===== src/rtl/lgs_pkg.sv =====
package lgs_pkg;
   typedef enum logic [1:0] {
      ST_IDLE  = 2'd0,
      ST_PICK  = 2'd1,
      ST_ISSUE = 2'd2,
      ST_RUN   = 2'd3
   } lgs_state_e;
endpackage


===== src/rtl/lgs_lowest_enc.sv =====
module lgs_lowest_enc #(
   parameter int N_LANES   = 8,
   parameter int ENC_STYLE = 0,
   localparam int IW       = $clog2(N_LANES)
) (
   input  logic [N_LANES-1:0] req,
   output logic [IW-1:0]      idx
);
   generate
      if (ENC_STYLE == 0) begin : g_scan
         always_comb begin
            idx = '0;
            for (int i = N_LANES - 1; i >= 0; i--) begin
               if (req[i]) idx = IW'(i);
            end
         end
      end else begin : g_isolate
         logic [N_LANES-1:0] lowbit;
         assign lowbit = req & (~req + N_LANES'(1));
         always_comb begin
            idx = '0;
            for (int i = 0; i < N_LANES; i++) begin
               if (lowbit[i]) idx = idx | IW'(i);
            end
         end
      end
      if (ENC_STYLE != 0 && ENC_STYLE != 1) begin : g_bad_style
         $error("lgs_lowest_enc: ENC_STYLE must be 0 or 1");
      end
   endgenerate
endmodule


===== src/rtl/lgs_pc_file.sv =====
module lgs_pc_file #(
   parameter int N_LANES = 8,
   parameter int PC_W    = 16,
   localparam int IW     = $clog2(N_LANES)
) (
   input  logic                    clk,
   input  logic                    rst_n,
   input  logic                    load,
   input  logic [N_LANES*PC_W-1:0] load_pcs,
   input  logic                    wr_en,
   input  logic [N_LANES-1:0]      wr_mask,
   input  logic [PC_W-1:0]         wr_pc,
   input  logic [IW-1:0]           rd_idx,
   output logic [PC_W-1:0]         rd_pc,
   output logic [N_LANES-1:0]      eq_vec
);
   logic [PC_W-1:0] lane_pc [N_LANES];

   assign rd_pc = lane_pc[rd_idx];

   generate
      for (genvar g = 0; g < N_LANES; g++) begin : g_lane
         always_ff @(posedge clk or negedge rst_n) begin
            if (!rst_n) begin
               lane_pc[g] <= '0;
            end else if (load) begin
               lane_pc[g] <= load_pcs[g*PC_W +: PC_W];
            end else if (wr_en && wr_mask[g]) begin
               lane_pc[g] <= wr_pc;
            end
         end
         assign eq_vec[g] = (lane_pc[g] == rd_pc);
      end
   endgenerate
endmodule


===== src/rtl/lgs_slice_timer.sv =====
module lgs_slice_timer #(
   parameter int TIMEOUT = 16,
   localparam int CW     = $clog2(TIMEOUT + 1)
) (
   input  logic clk,
   input  logic rst_n,
   input  logic reload,
   input  logic tick,
   output logic expired
);
   logic [CW-1:0] cnt_q;
   logic          exp_q;

   always_ff @(posedge clk or negedge rst_n) begin
      if (!rst_n) begin
         cnt_q <= '0;
         exp_q <= 1'b0;
      end else if (reload) begin
         cnt_q <= CW'(TIMEOUT);
         exp_q <= 1'b0;
      end else if (tick && cnt_q != '0) begin
         cnt_q <= cnt_q - CW'(1);
         if (cnt_q == CW'(1)) exp_q <= 1'b1;
      end
   end

   assign expired = exp_q;
endmodule


===== src/rtl/lane_group_sched.sv =====
module lane_group_sched
   import lgs_pkg::*;
#(
   parameter int N_LANES   = 8,
   parameter int PC_W      = 16,
   parameter int TIMEOUT   = 16,
   parameter int ENC_STYLE = 0,
   localparam int IW       = $clog2(N_LANES)
) (
   input  logic                    clk,
   input  logic                    rst_n,
   input  logic                    start,
   input  logic [N_LANES-1:0]      start_mask,
   input  logic [N_LANES*PC_W-1:0] start_pcs,
   output logic                    issue_valid,
   input  logic                    issue_ready,
   output logic [N_LANES-1:0]      issue_mask,
   output logic [PC_W-1:0]         issue_pc,
   output logic                    run_active,
   input  logic                    ret_valid,
   input  logic [PC_W-1:0]         ret_next_pc,
   input  logic                    ret_branch,
   input  logic                    ret_sync,
   input  logic                    ret_fetch,
   input  logic                    ret_exit,
   output logic                    done
);
   generate
      if (N_LANES < 2)  begin : g_chk_lanes $error("N_LANES must be at least 2"); end
      if (PC_W < 1)     begin : g_chk_pcw   $error("PC_W must be at least 1"); end
      if (TIMEOUT < 1)  begin : g_chk_to    $error("TIMEOUT must be at least 1"); end
   endgenerate

   lgs_state_e          st_q;
   logic [N_LANES-1:0]  pend_q, alive_q, grp_q;
   logic [PC_W-1:0]     gpc_q;
   logic                done_q;

   logic [IW-1:0]       anc_idx;
   logic [PC_W-1:0]     anc_pc;
   logic [N_LANES-1:0]  eq_vec, form_mask;
   logic                take, hs, ret_ok, expired, slice_end;

   assign take      = (st_q == ST_IDLE) && start;
   assign hs        = (st_q == ST_ISSUE) && issue_ready;
   assign ret_ok    = (st_q == ST_RUN) && ret_valid;
   assign slice_end = ret_ok && (ret_exit || ret_sync || ret_fetch || (ret_branch && expired));
   assign form_mask = pend_q & eq_vec;

   lgs_lowest_enc #(.N_LANES(N_LANES), .ENC_STYLE(ENC_STYLE)) enc_i (
      .req (pend_q),
      .idx (anc_idx)
   );

   lgs_pc_file #(.N_LANES(N_LANES), .PC_W(PC_W)) pcf_i (
      .clk      (clk),
      .rst_n    (rst_n),
      .load     (take),
      .load_pcs (start_pcs),
      .wr_en    (ret_ok),
      .wr_mask  (grp_q),
      .wr_pc    (ret_next_pc),
      .rd_idx   (anc_idx),
      .rd_pc    (anc_pc),
      .eq_vec   (eq_vec)
   );

   lgs_slice_timer #(.TIMEOUT(TIMEOUT)) tmr_i (
      .clk     (clk),
      .rst_n   (rst_n),
      .reload  (hs),
      .tick    (ret_ok),
      .expired (expired)
   );

   always_ff @(posedge clk or negedge rst_n) begin
      if (!rst_n) begin
         st_q    <= ST_IDLE;
         pend_q  <= '0;
         alive_q <= '0;
         grp_q   <= '0;
         gpc_q   <= '0;
         done_q  <= 1'b0;
      end else begin
         unique case (st_q)
            ST_IDLE: begin
               if (start) begin
                  pend_q  <= start_mask;
                  alive_q <= start_mask;
                  done_q  <= 1'b0;
                  st_q    <= ST_PICK;
               end
            end
            ST_PICK: begin
               if (pend_q == '0) begin
                  if (alive_q == '0) begin
                     done_q <= 1'b1;
                     st_q   <= ST_IDLE;
                  end else begin
                     pend_q <= alive_q;
                  end
               end else begin
                  grp_q <= form_mask;
                  gpc_q <= anc_pc;
                  st_q  <= ST_ISSUE;
               end
            end
            ST_ISSUE: begin
               if (issue_ready) begin
                  pend_q <= pend_q & ~grp_q;
                  st_q   <= ST_RUN;
               end
            end
            ST_RUN: begin
               if (ret_valid) begin
                  gpc_q <= ret_next_pc;
                  if (ret_exit) alive_q <= alive_q & ~grp_q;
                  if (slice_end) st_q <= ST_PICK;
               end
            end
            default: st_q <= ST_IDLE;
         endcase
      end
   end

   assign issue_valid = (st_q == ST_ISSUE);
   assign issue_mask  = grp_q;
   assign issue_pc    = gpc_q;
   assign run_active  = (st_q == ST_RUN);
   assign done        = done_q;
endmodule


===== config.mk =====
export PLATFORM = sky130hd
export DESIGN_NAME = lane_group_sched
export DESIGN_NICKNAME = d
export VERILOG_FILES = /design/src/rtl/lgs_pkg.sv /design/src/rtl/lgs_lowest_enc.sv /design/src/rtl/lgs_pc_file.sv /design/src/rtl/lgs_slice_timer.sv /design/src/rtl/lane_group_sched.sv
export SDC_FILE = /design/constraint.sdc
export NUM_CORES = 1
export LEC_CHECK = 0
export BUFFER_PORTS_ARGS = -buffer_cell sky130_fd_sc_hd__buf_2
export CORE_AREA = 8 8 221 139
export DETAILED_ROUTE_END_ITERATION = 12
export DIE_AREA = 0 0 229 147
export HOLD_SLACK_MARGIN = 0.06
export RECOVER_POWER = 100
export SETUP_SLACK_MARGIN = 0.3
export SKIP_LAST_GASP = 1
export SLEW_MARGIN = 20
export SYNTH_ARGS = -nofsm -noshare
export SYNTH_HDL_FRONTEND = slang
export SYNTH_HIERARCHICAL = 1
export SYNTH_SLANG_ARGS = --single-unit

===== constraint.sdc =====
create_clock -name clk -period 4.95 [get_ports clk]
set_clock_uncertainty 0.15 [all_clocks]
set_input_delay 0.99 -clock clk [delete_from_list [all_inputs] [get_ports clk]]
set_output_delay 0.99 -clock clk [all_outputs]
set_load 0.02 [all_outputs]

## Yosys cells after proc, flatten, opt, wreduce, memory -nomap -nowiden

Index checks and enable logic that the tools add are counted.

| word-level totals | value |
|---|---|
| output and inout port bits | 27 |
| RAM bits | 0 |
| ROM bits | 0 |
| word-level logic and storage cells | 142 |
| register bits after elaboration | 177 |
| memories kept | 0 |
| latch bits | 0 |
| bits of input ports | 161 |

| cells by class | value |
|---|---|
| add/sub/neg operators | 1 |
| equality and inequality tests | 22 |
| $mul | 0 |
| shift-type cells | 0 |
| bitwise gates (word level) | 6 |
| mux-type cells | 54 |
| order comparisons | 1 |
| reductions and logical operators | 42 |
| div/mod/pow operators | 0 |

Operators with widths:

| operator | count |
|---|---|
| two-way mux 16 bit | 20 |
| == test 16 bit | 8 |
| binary-select mux 16 bit (select 3 bit) | 1 |
| two-way mux 8 bit | 6 |
| one-hot mux 16 bit (2 select lines) | 1 |
| nonzero test 2 bit | 13 |
| bitwise AND 8 bit | 3 |
| two-way mux 3 bit | 8 |
| one-hot mux 8 bit (3 select lines) | 1 |
| logical NOT 8 bit | 2 |
| one-hot mux 8 bit (2 select lines) | 1 |
| logical AND 1 bit | 14 |
| two-way mux 2 bit | 6 |
| two-way mux 5 bit | 2 |
| inequality test 2 bit, second input constant | 5 |
| AND reduction 5 bit | 2 |
| inequality test 2 x 1 -> 1 bit, second input constant | 4 |
| inverter 8 bit | 1 |
| one-hot mux 2 bit (4 select lines) | 1 |
| AND reduction 4 bit | 2 |
| two-way mux 1 bit | 6 |
| == test 5 x 1 -> 1 bit, second input constant | 1 |
| nonzero test 5 bit | 1 |
| subtractor 5 x 1 -> 5 bit, second input constant | 1 |
| other kinds (12) | 16 |

## Depth between registers and ports, before layout

Gate-level depths: netlist (run 1).

| depth | value |
|---|---|
| depth in word-level cells | 14 |
| depth in mapped cells | 14 |
| gate-level depth less buffers | 11 |

## Modules after synthesis

The synthesis (run 1) kept the hierarchy.

Modules (own cells, without submodules):

| module | area each (µm²) | times used | cells an instance | seq. area each (µm²) |
|---|---|---|---|---|
| lgs_pc_file | 8433.1 | 1 | 855 | 3203.1 |
| lane_group_sched | 2200.9 | 1 | 226 | 1076.0 |
| lgs_slice_timer | 314.1 | 1 | 31 | 150.1 |
| lgs_lowest_enc | 83.8 | 1 | 12 | 0.0 |

## Least setup slack after synthesis (run 1)

OpenSTA, ideal clock, no wires.

| timing | value |
|---|---|
| path kind | register to register |
| start point | register st_q[0] |
| end point | register pcf_i/lane_pc[87] (netlist bit) |
| period minus slack after synthesis | 3.283 ns |
| arrival | 2.997 ns |
| setup time | 0.136 ns |
| cell stages (with the launch flop) | 11 |
| buffers on the path | 5 |
| slack | 1.667 ns |
| cell sequence | dfrtp_1 -> ha_1 -> clkbuf_1 -> buf_2 -> buf_1 -> and2_1 -> clkbuf_1 -> nand2_1 -> clkbuf_1 -> mux2i_1 -> o21ai_0 |

| between the ends | value |
|---|---|
| cells in the longest elaborated chain, start to end | 4 |
| elaborated cells on any way between the ends | 7 |
| those cells by class | eq/ne (1); mux (1); reduce/logical (5) |

RTL lines:

| element | RTL line | source |
|---|---|---|
| from (decl) | lane_group_sched.sv:34 | `lgs_state_e st_q;` |
| from (signal assigned) | lane_group_sched.sv:78 | `st_q <= ST_IDLE;` |
| from (signal assigned) | lane_group_sched.sv:91 | `st_q <= ST_PICK;` |
| from (signal assigned) | lane_group_sched.sv:98 | `st_q <= ST_IDLE;` |
| == test 2 bit | n/a |  |
| via run_active | lane_group_sched.sv:19 | `output logic run_active,` |
| logical AND 1 bit | lane_group_sched.sv:46 | `assign ret_ok = (st_q == ST_RUN) && ret_valid;` |
| via ret_ok | lane_group_sched.sv:42 | `logic take, hs, ret_ok, expired, slice_end;` |
| logical AND 1 bit | lgs_pc_file.sv:28 | `end else if (wr_en && wr_mask[g]) begin` |
| nonzero test 2 bit (no line) | n/a |  |
| to (signal, indexed assignment) | lgs_pc_file.sv:27 | `lane_pc[g] <= load_pcs[g*PC_W +: PC_W];` |
| to (signal, indexed assignment) | lgs_pc_file.sv:29 | `lane_pc[g] <= wr_pc;` |
| to (decl) | lgs_pc_file.sv:17 | `logic [PC_W-1:0] lane_pc [N_LANES];` |

The timed path passes the listed nets, and every way through them passes these cells.
A chain may end at the register's enable or synchronous reset.

## Worst setup path after layout (run 1)

| timing | value |
|---|---|
| start point | register pend_q[0] |
| end point | register grp_q[5] (netlist: issue_mask[5]) |

| between the ends | value |
|---|---|
| cells in the longest elaborated chain, start to end | 7 |
| elaborated cells on any way between the ends | 10 |
| those cells by class | eq/ne (1); mux (4); bitwise (3); reduce/logical (2) |

RTL lines:

| element | RTL line | source |
|---|---|---|
| from (decl) | lane_group_sched.sv:35 | `logic [N_LANES-1:0] pend_q, alive_q, grp_q;` |
| from (signal assigned) | lane_group_sched.sv:88 | `pend_q <= start_mask;` |
| from (signal assigned) | lane_group_sched.sv:100 | `pend_q <= alive_q;` |
| from (signal assigned) | lane_group_sched.sv:110 | `pend_q <= pend_q & ~grp_q;` |
| two-way mux 3 bit | lgs_lowest_enc.sv:14 | `if (req[i]) idx = IW'(i);` |
| via anc_idx[0] | lane_group_sched.sv:39 | `logic [IW-1:0] anc_idx;` |
| inverter 3 -> 4 bit (not written as such) | lgs_pc_file.sv:19 | `assign rd_pc = lane_pc[rd_idx];` |
| binary-select mux 16 bit (select 3 bit) | lgs_pc_file.sv:19 |  |
| two-way mux 16 bit (not written as such) (2 in series) | lgs_pc_file.sv:19 |  |
| via anc_pc[14] | lane_group_sched.sv:40 | `logic [PC_W-1:0] anc_pc;` |
| == test 16 bit | lgs_pc_file.sv:32 | `assign eq_vec[g] = (lane_pc[g] == rd_pc);` |
| via eq_vec[5] | lane_group_sched.sv:41 | `logic [N_LANES-1:0] eq_vec, form_mask;` |
| bitwise AND 8 bit | lane_group_sched.sv:48 | `assign form_mask = pend_q & eq_vec;` |
| to (signal assigned) | lane_group_sched.sv:103 | `grp_q <= form_mask;` |
| to (decl) | lane_group_sched.sv:35 |  |

The timed path passes the listed nets, and every way through them passes these cells. The select of a mux whose other input is x is not followed.

==> results of run 1 <==
cells by family after synthesis:
kind of cell	synth area share, %
and+or+nand+nor	11.6
DFF	40.1
buffers and inverters	4.28
muxes	21.6
AOI/OAI and AO/OA	11.5
xor gates and xnor gates	10.2
adders and majority gates	0.794
how the worst max path moves through the flow:
stage	startpoint	to	cells after the start
CTS	pend_q[0]	issue_mask[0]	10
global placement	pend_q[0]	issue_mask[4]	9
detailed placement	pend_q[0]	issue_mask[0]	10
finish	pend_q[0]	issue_mask[5]	10
global route	pend_q[0]	issue_mask[5]	11
floorplan	st_q[0]	pcf_i/lane_pc[87]	10
synth_stat cells (all sizes together) (12+ instances only):
cell | count | share of area [%]
mux2i | 183 | 17
dfrtp | 177 | 40
nand2 | 164 | 5.6
o21ai | 137 | 6.2
xor2 | 80 | 6.4
clkbuf | 60 | 2.0
xnor2 | 48 | 3.8
a21oi | 32 | 1.5
nand4 | 32 | 1.8
nor2 | 32 | 1.1
inv | 29 | 0.99
buf | 22 | 1.2
mux2 | 14 | 1.4
mux4 | 14 | 2.9
nand3 | 12 | 0.54
per-stage QoR:
| step | setup WS (ps) | total power (W) | utilization (%) | hold slack (ps) | cells |
|---|---|---|---|---|---|
| 6_report | 472 | 0.0104 | 45.8 | 365 | 1651 |
| 4_1_cts | 689 | 0.0104 | 46.2 | 368 | 1651 |
| 3_3_place_gp | 829 | 0.00894 | 44.2 | 347 | 1619 |
| 2_1_floorplan | 1670 | 0.00733 | - | 316 | 1124 |
| 3_5_place_dp | 710 | 0.00905 | 44.2 | 351 | 1619 |
| 5_1_grt | 237 | 0.0111 | 45.8 | 400 | 1651 |
power groups by stage:
stage / logic (W) / clock network, W / registers, W
3_3_place_gp: 0.00603 / 0 / 0.00291
2_1_floorplan: 0.00465 / 0 / 0.00268
5_1_grt: 0.00664 / 0.00144 / 0.00300
6_report: 0.00613 / 0.00136 / 0.00293
3_5_place_dp: 0.00613 / 0 / 0.00292
4_1_cts: 0.00616 / 0.00139 / 0.00290
cell usage in the layout (no fill, tap or decap), types with 9 or more instances in the layout:
cell and count:
nand3_1 12, inv_1 28, xor2_1 80, mux4_2 14, a21oi_1 32, mux2_2 10, o21ai_0 136, clkbuf_16 17
nand4_1 32, buf_4 9, nor4_1 10, dfrtp_1 177, xnor2_1 48, nand2_1 164, nor2_1 31, clkbuf_1 30
a22o_1 11, buf_2 159, mux2i_1 177
routing by layer:
layer,part of all wire (%),global-route usage (%),vias up
li1,-,-,4219
met1,52,35.9,4547
met2,39,28.2,392
met3,8.1,5.72,25
met4,1.1,4.04,0
met5,0,0,-
registers in the layout, summed over array words and instances (netlist names):
signal         flops
pcf_i/lane_pc    128
issue_pc          16
alive_q            8
issue_mask         8
pend_q             8
tmr_i/cnt_q        5
st_q               2
done               1
tmr_i/expired      1
worst max-delay path: stages (launching register included):
cell	delay (ps)
dfrtp_1	520
o41ai_4	1010
buf_4	520
mux2i_1	200
a221oi_1	320
clkbuf_1	640
xnor2_1	210
nand4_1	160
nor4_1	420
nand3_1	130
nand2_1	110
layout make-up:
cell class	count	area [um^2]	share of cell area (%)
clock buffer	19	453	3.57
clock inverter	13	125	0.985
inverter	29	114	0.897
multi-input combinational	836	6100	48.0
sequential	177	4430	34.9
tap	375	469	3.69
timing repair buffer	202	1010	7.96
==> results.sh, run 1 <==
export IMPL_die_h_um=147
export IMPL_ff2ff_setup_slack_ps=470
export IMPL_vias=9183
export IMPL_fin_area_um2=12700
export IMPL_timing_final_hold_violations=0
export IMPL_crit_arrival_ps=4710
export IMPL_ys_seq_area_share_pct=40.1
export IMPL_regToRegStartpoint="pend_q[0]"
export IMPL_fin_crit_sh_pct=90.5
export IMPL_ys_types=54
export IMPL_synth_warnings=6
export IMPL_die_w_um=229
export IMPL_ys_seq_elements=177
export IMPL_wirelength_um=37800
export IMPL_htree_levels=4
export IMPL_worstPathMaxFanout=24
export IMPL_place_area_um2=12300
export IMPL_cts_setup_buffers=0
export IMPL_finalSetupViolCount=0
export IMPL_antenna_found_initial=0
export IMPL_drv_slew=124
export IMPL_syn_area_per_cell_um2=9.81
export IMPL_slew_headroom_pct=-54.9
export IMPL_clock_latency_ps=450
export IMPL_period_needed_ps=4480
export IMPL_antenna_cells=0
export IMPL_gp_congestion=0.936
export IMPL_fmax_ghz=0.223
export IMPL_ios=188
export IMPL_ys_async_sr_fraction_pct=100
export IMPL_start_util_pct=39.8
export IMPL_ff2ff_path_depth=10
export IMPL_pwr_share_seq_pct=28.1
export IMPL_area_growth_pct=15.1
export IMPL_grtUsageTotal_pct=22.1
export IMPL_whs_endpoint="tmr_i/expired"
export IMPL_grt_pass1_wl_um=57700
export IMPL_ys_flop_type="dfrtp_1"
export IMPL_pwr_share_comb_pct=58.8
export IMPL_rsz0062_at_grt="false"
export IMPL_synth_nets=1292
export IMPL_final_nets=1431
export IMPL_violations="max-capacitance violations, max-slew violations"
export IMPL_grt_overflow=0
export IMPL_hp_class="flip-flop to flip-flop"
export IMPL_cts_resized=0
export IMPL_synth_cells=1124
export IMPL_ant_nets=0
export IMPL_firstDrtPassIters=5
export IMPL_drc_errors=0
export IMPL_p_int_w=0.00537
export IMPL_ir_drop_v=0.000335
export IMPL_synth_edff_count=0
export IMPL_start_kind="flip-flop"
export IMPL_switchingPower_w=0.00506
export IMPL_clk_pin_slew_ps=70
export IMPL_power_per_cell_area_nw_per_um2=821
export IMPL_pwr_share_clk_pct=13.1
export IMPL_drt_iter0_markers=989
export IMPL_avgRoutedWirePerCell_um=22.9
export IMPL_drive_gt1_share_pct=19.0
export IMPL_cellLeakagePower_nw=6.20
export IMPL_crit_type="flip-flop to flip-flop"
export IMPL_grt_max_degree=122
export IMPL_fin_setup_tns_ps=0
export IMPL_portBuffers=187
export IMPL_switching_share_pct=48.5
export IMPL_numCtsBuffers=17
export IMPL_tightest_slew_ps=2320
export IMPL_run_status="finished with violations"
export IMPL_core_area_um2=27700
export IMPL_first_global_vias=9084
export IMPL_cts_hold_buf=0
export IMPL_placementRows=48
export IMPL_r2r_end="issue_mask[5]"
export IMPL_cts_root_buf="clkbuf_16"
export IMPL_cts_tree="yes"
export IMPL_fp_dieArea_um2=33700
export IMPL_syn_area_um2=11000
export IMPL_hold_depth=2
export IMPL_cts_buffer_depth=2
export IMPL_cp_required_ps=5180
export IMPL_dpl_hpwl_um=28600
export IMPL_cp_end_kind="flip-flop"
export IMPL_vias_per_cell=5.56
export IMPL_fillCellCount=2737
export IMPL_min_from="tmr_i/expired"
export IMPL_maxCapViolCount=4
export IMPL_clock_sinks=177
(Power assumes the default switching activity.)
==> run 2: changes to the inputs <==
- CELL_PAD_IN_SITES_DETAIL_PLACEMENT: default -> 1
- CELL_PAD_IN_SITES_GLOBAL_PLACEMENT: default -> 2
- CORE_AREA: 8 8 221 139 -> 8 8 227 142
- DIE_AREA: 0 0 229 147 -> 0 0 235 150
- PLACE_DENSITY_LB_ADDON: default -> 0.1
==> results.sh, run 2 (synthesis gave the netlist of run 1 again) <==
export IMPL_clock_latency_ps=460
export IMPL_path_cells="nor2_1 -> o21ai_1 -> a211oi_4 -> buf_4 -> nor2_1 -> a221oi_1 -> clkbuf_1 -> xnor2_1 -> nand4_1 -> nor4_1 -> nand3_1 -> nand2_1"
export IMPL_firstDrtPassIters=6
export IMPL_portBuffers=187
export IMPL_worstPathMaxFanout=9
export IMPL_drive_gt1_share_pct=19.5
export IMPL_antenna_cells=0
export IMPL_cp_buffers_inverters=2
export IMPL_start_util_pct=37.9
export IMPL_cp_top_family="compound AO/OA/AOI/OAI gates"
export IMPL_cts_hold_buf=0
export IMPL_finalSetupViolCount=0
export IMPL_gp_congestion=0.844
export IMPL_grt_pass1_wl_um=63600
export IMPL_rsz0062_at_grt="false"
export IMPL_violations="max-capacitance violations, max-slew violations"
export IMPL_run_status="finished with violations"
export IMPL_hp_class="flip-flop to flip-flop"
export IMPL_start_kind="flip-flop"
export IMPL_cpMostUsedCell="nor2_1"
export IMPL_fmax_ghz=0.241
export IMPL_die_w_um=235
export IMPL_multi_input_area_um2=6110
export IMPL_maxCapViolCount=4
export IMPL_vias_per_cell=5.56
export IMPL_fin_setup_tns_ps=0
export IMPL_pre_cts_ws_ps=1020
export IMPL_ir_drop_v=0.000463
export IMPL_slew_headroom_pct=-51.1
export IMPL_period_needed_ps=4160
export IMPL_crit_type="flip-flop to flip-flop"
export IMPL_cts_resized=0
export IMPL_power_per_cell_area_nw_per_um2=837
export IMPL_cellLeakagePower_nw=6.24
export IMPL_ff2ff_path_depth=12
export IMPL_avgRoutedWirePerCell_um=25.0
export IMPL_grt_overflow=0
export IMPL_area_growth_pct=15.9
export IMPL_clock_sinks=177
export IMPL_clk_pin_slew_ps=70
export IMPL_setup_ws_ps=793
export IMPL_cp_required_ps=5190
export IMPL_path_depth=12
export IMPL_htree_levels=4
export IMPL_grt_max_degree=113
export IMPL_crit_arrival_ps=4400
export IMPL_largest_register_ffs=128
export IMPL_timing_final_hold_violations=0
export IMPL_cts_tree="yes"
export IMPL_regArea_um2=4430
export IMPL_cts_buffer_depth=2
export IMPL_drt_iter0_markers=724
export IMPL_drc_errors=0
export IMPL_cp_end_kind="flip-flop"
export IMPL_cts_root_buf="clkbuf_16"
export IMPL_fp_dieArea_um2=35300
export IMPL_drv_slew=149
export IMPL_fillCellCount=3312
export IMPL_final_nets=1435
export IMPL_placed_cells=1630
export IMPL_vias=9239
export IMPL_hold_depth=2
export IMPL_post_route_util_pct=43.9
export IMPL_dpl_hpwl_um=31800
export IMPL_final_cell_mix="177 x mux2i_1, 177 x dfrtp_1, 163 x nand2_1"
export IMPL_placementRows=49
export IMPL_die_h_um=150
export IMPL_ios=188
export IMPL_core_area_um2=29100
export IMPL_fin_crit_sh_pct=84.0
export IMPL_ant_nets=0
export IMPL_tightest_slew_ps=2260
export IMPL_antenna_found_initial=0
export IMPL_wirelength_um=41500
export IMPL_grtUsageTotal_pct=23.7
export IMPL_hold_ws_ps=361
export IMPL_critPathSlowestCell="a221oi_1"
export IMPL_cts_setup_buffers=0
export IMPL_numCtsBuffers=17
export IMPL_first_global_vias=9750
export IMPL_fin_cells=1662
export IMPL_slowest_delay_ps=920
export IMPL_regMostFlops="pcf_i/lane_pc"
-- run 2: cell count changes in the layout (fill, tap and decap cells not counted), sizes merged --
cell      delta
clkinv       +1
inv          -2
buf          +6
bufinv       +1
clkinvlp     -1
clkbuf       -1
-- run 2: report_power, final --
part,switching [W],leakage [nW],internal (W)
clock,0.000620,0.291,0.000772
combinational,0.00375,3.75,0.00260
sequential,0.000852,2.21,0.00211
total,0.00522,6.24,0.00547
-- run 2: layout make-up --
class / instances / area share (%)
tap: 382 / 3.74
inverter: 29 / 0.890
clock buffer: 20 / 3.57
timing repair buffer: 206 / 8.38
sequential: 177 / 34.6
clock inverter: 12 / 1.03
multi-input combinational: 836 / 47.8
-- run 2: metrics by stage --
| step | area (um^2) | total power, W |
|---|---|---|
| floorplan | 11000 | 0.00733 |
| global placement | 12300 | 0.00914 |
| detailed placement | 12300 | 0.00930 |
| CTS | 12900 | 0.0108 |
| global route | 12800 | 0.0114 |
| finish | 12800 | 0.0107 |
-- run 2: path summary, 6_finish.rpt --
check	from	to	slack (ps)
min in group asynchronous	rst_n	issue_pc[13]	1010
worst max-delay path	pend_q[4]	issue_mask[3]	790
worst max register to register	pend_q[4]	issue_mask[3]	790
worst min-delay path	tmr_i/expired	tmr_i/expired	360
worst min register to register	tmr_i/expired	tmr_i/expired	360
max in group asynchronous	rst_n	pcf_i/lane_pc[113]	1050
-- run 2: worst min-delay path: cells and delay by family, from the launching register on --
kind             cells  cell delay [ps]
flip-flops           1              350
AND/OR/NAND/NOR      1               80
AO/OA/AOI/OAI        1               50
-- run 2: routing by layer --
metal | vias to the layer above | GRT usage, % | part of all wire, %
li1 | 4232 | - | -
met4 | 0 | 5.05 | 0.84
met2 | 242 | 32.3 | 40
met3 | 20 | 4.62 | 5.1
met1 | 4745 | 37.6 | 54
met5 | - | 0 | 0
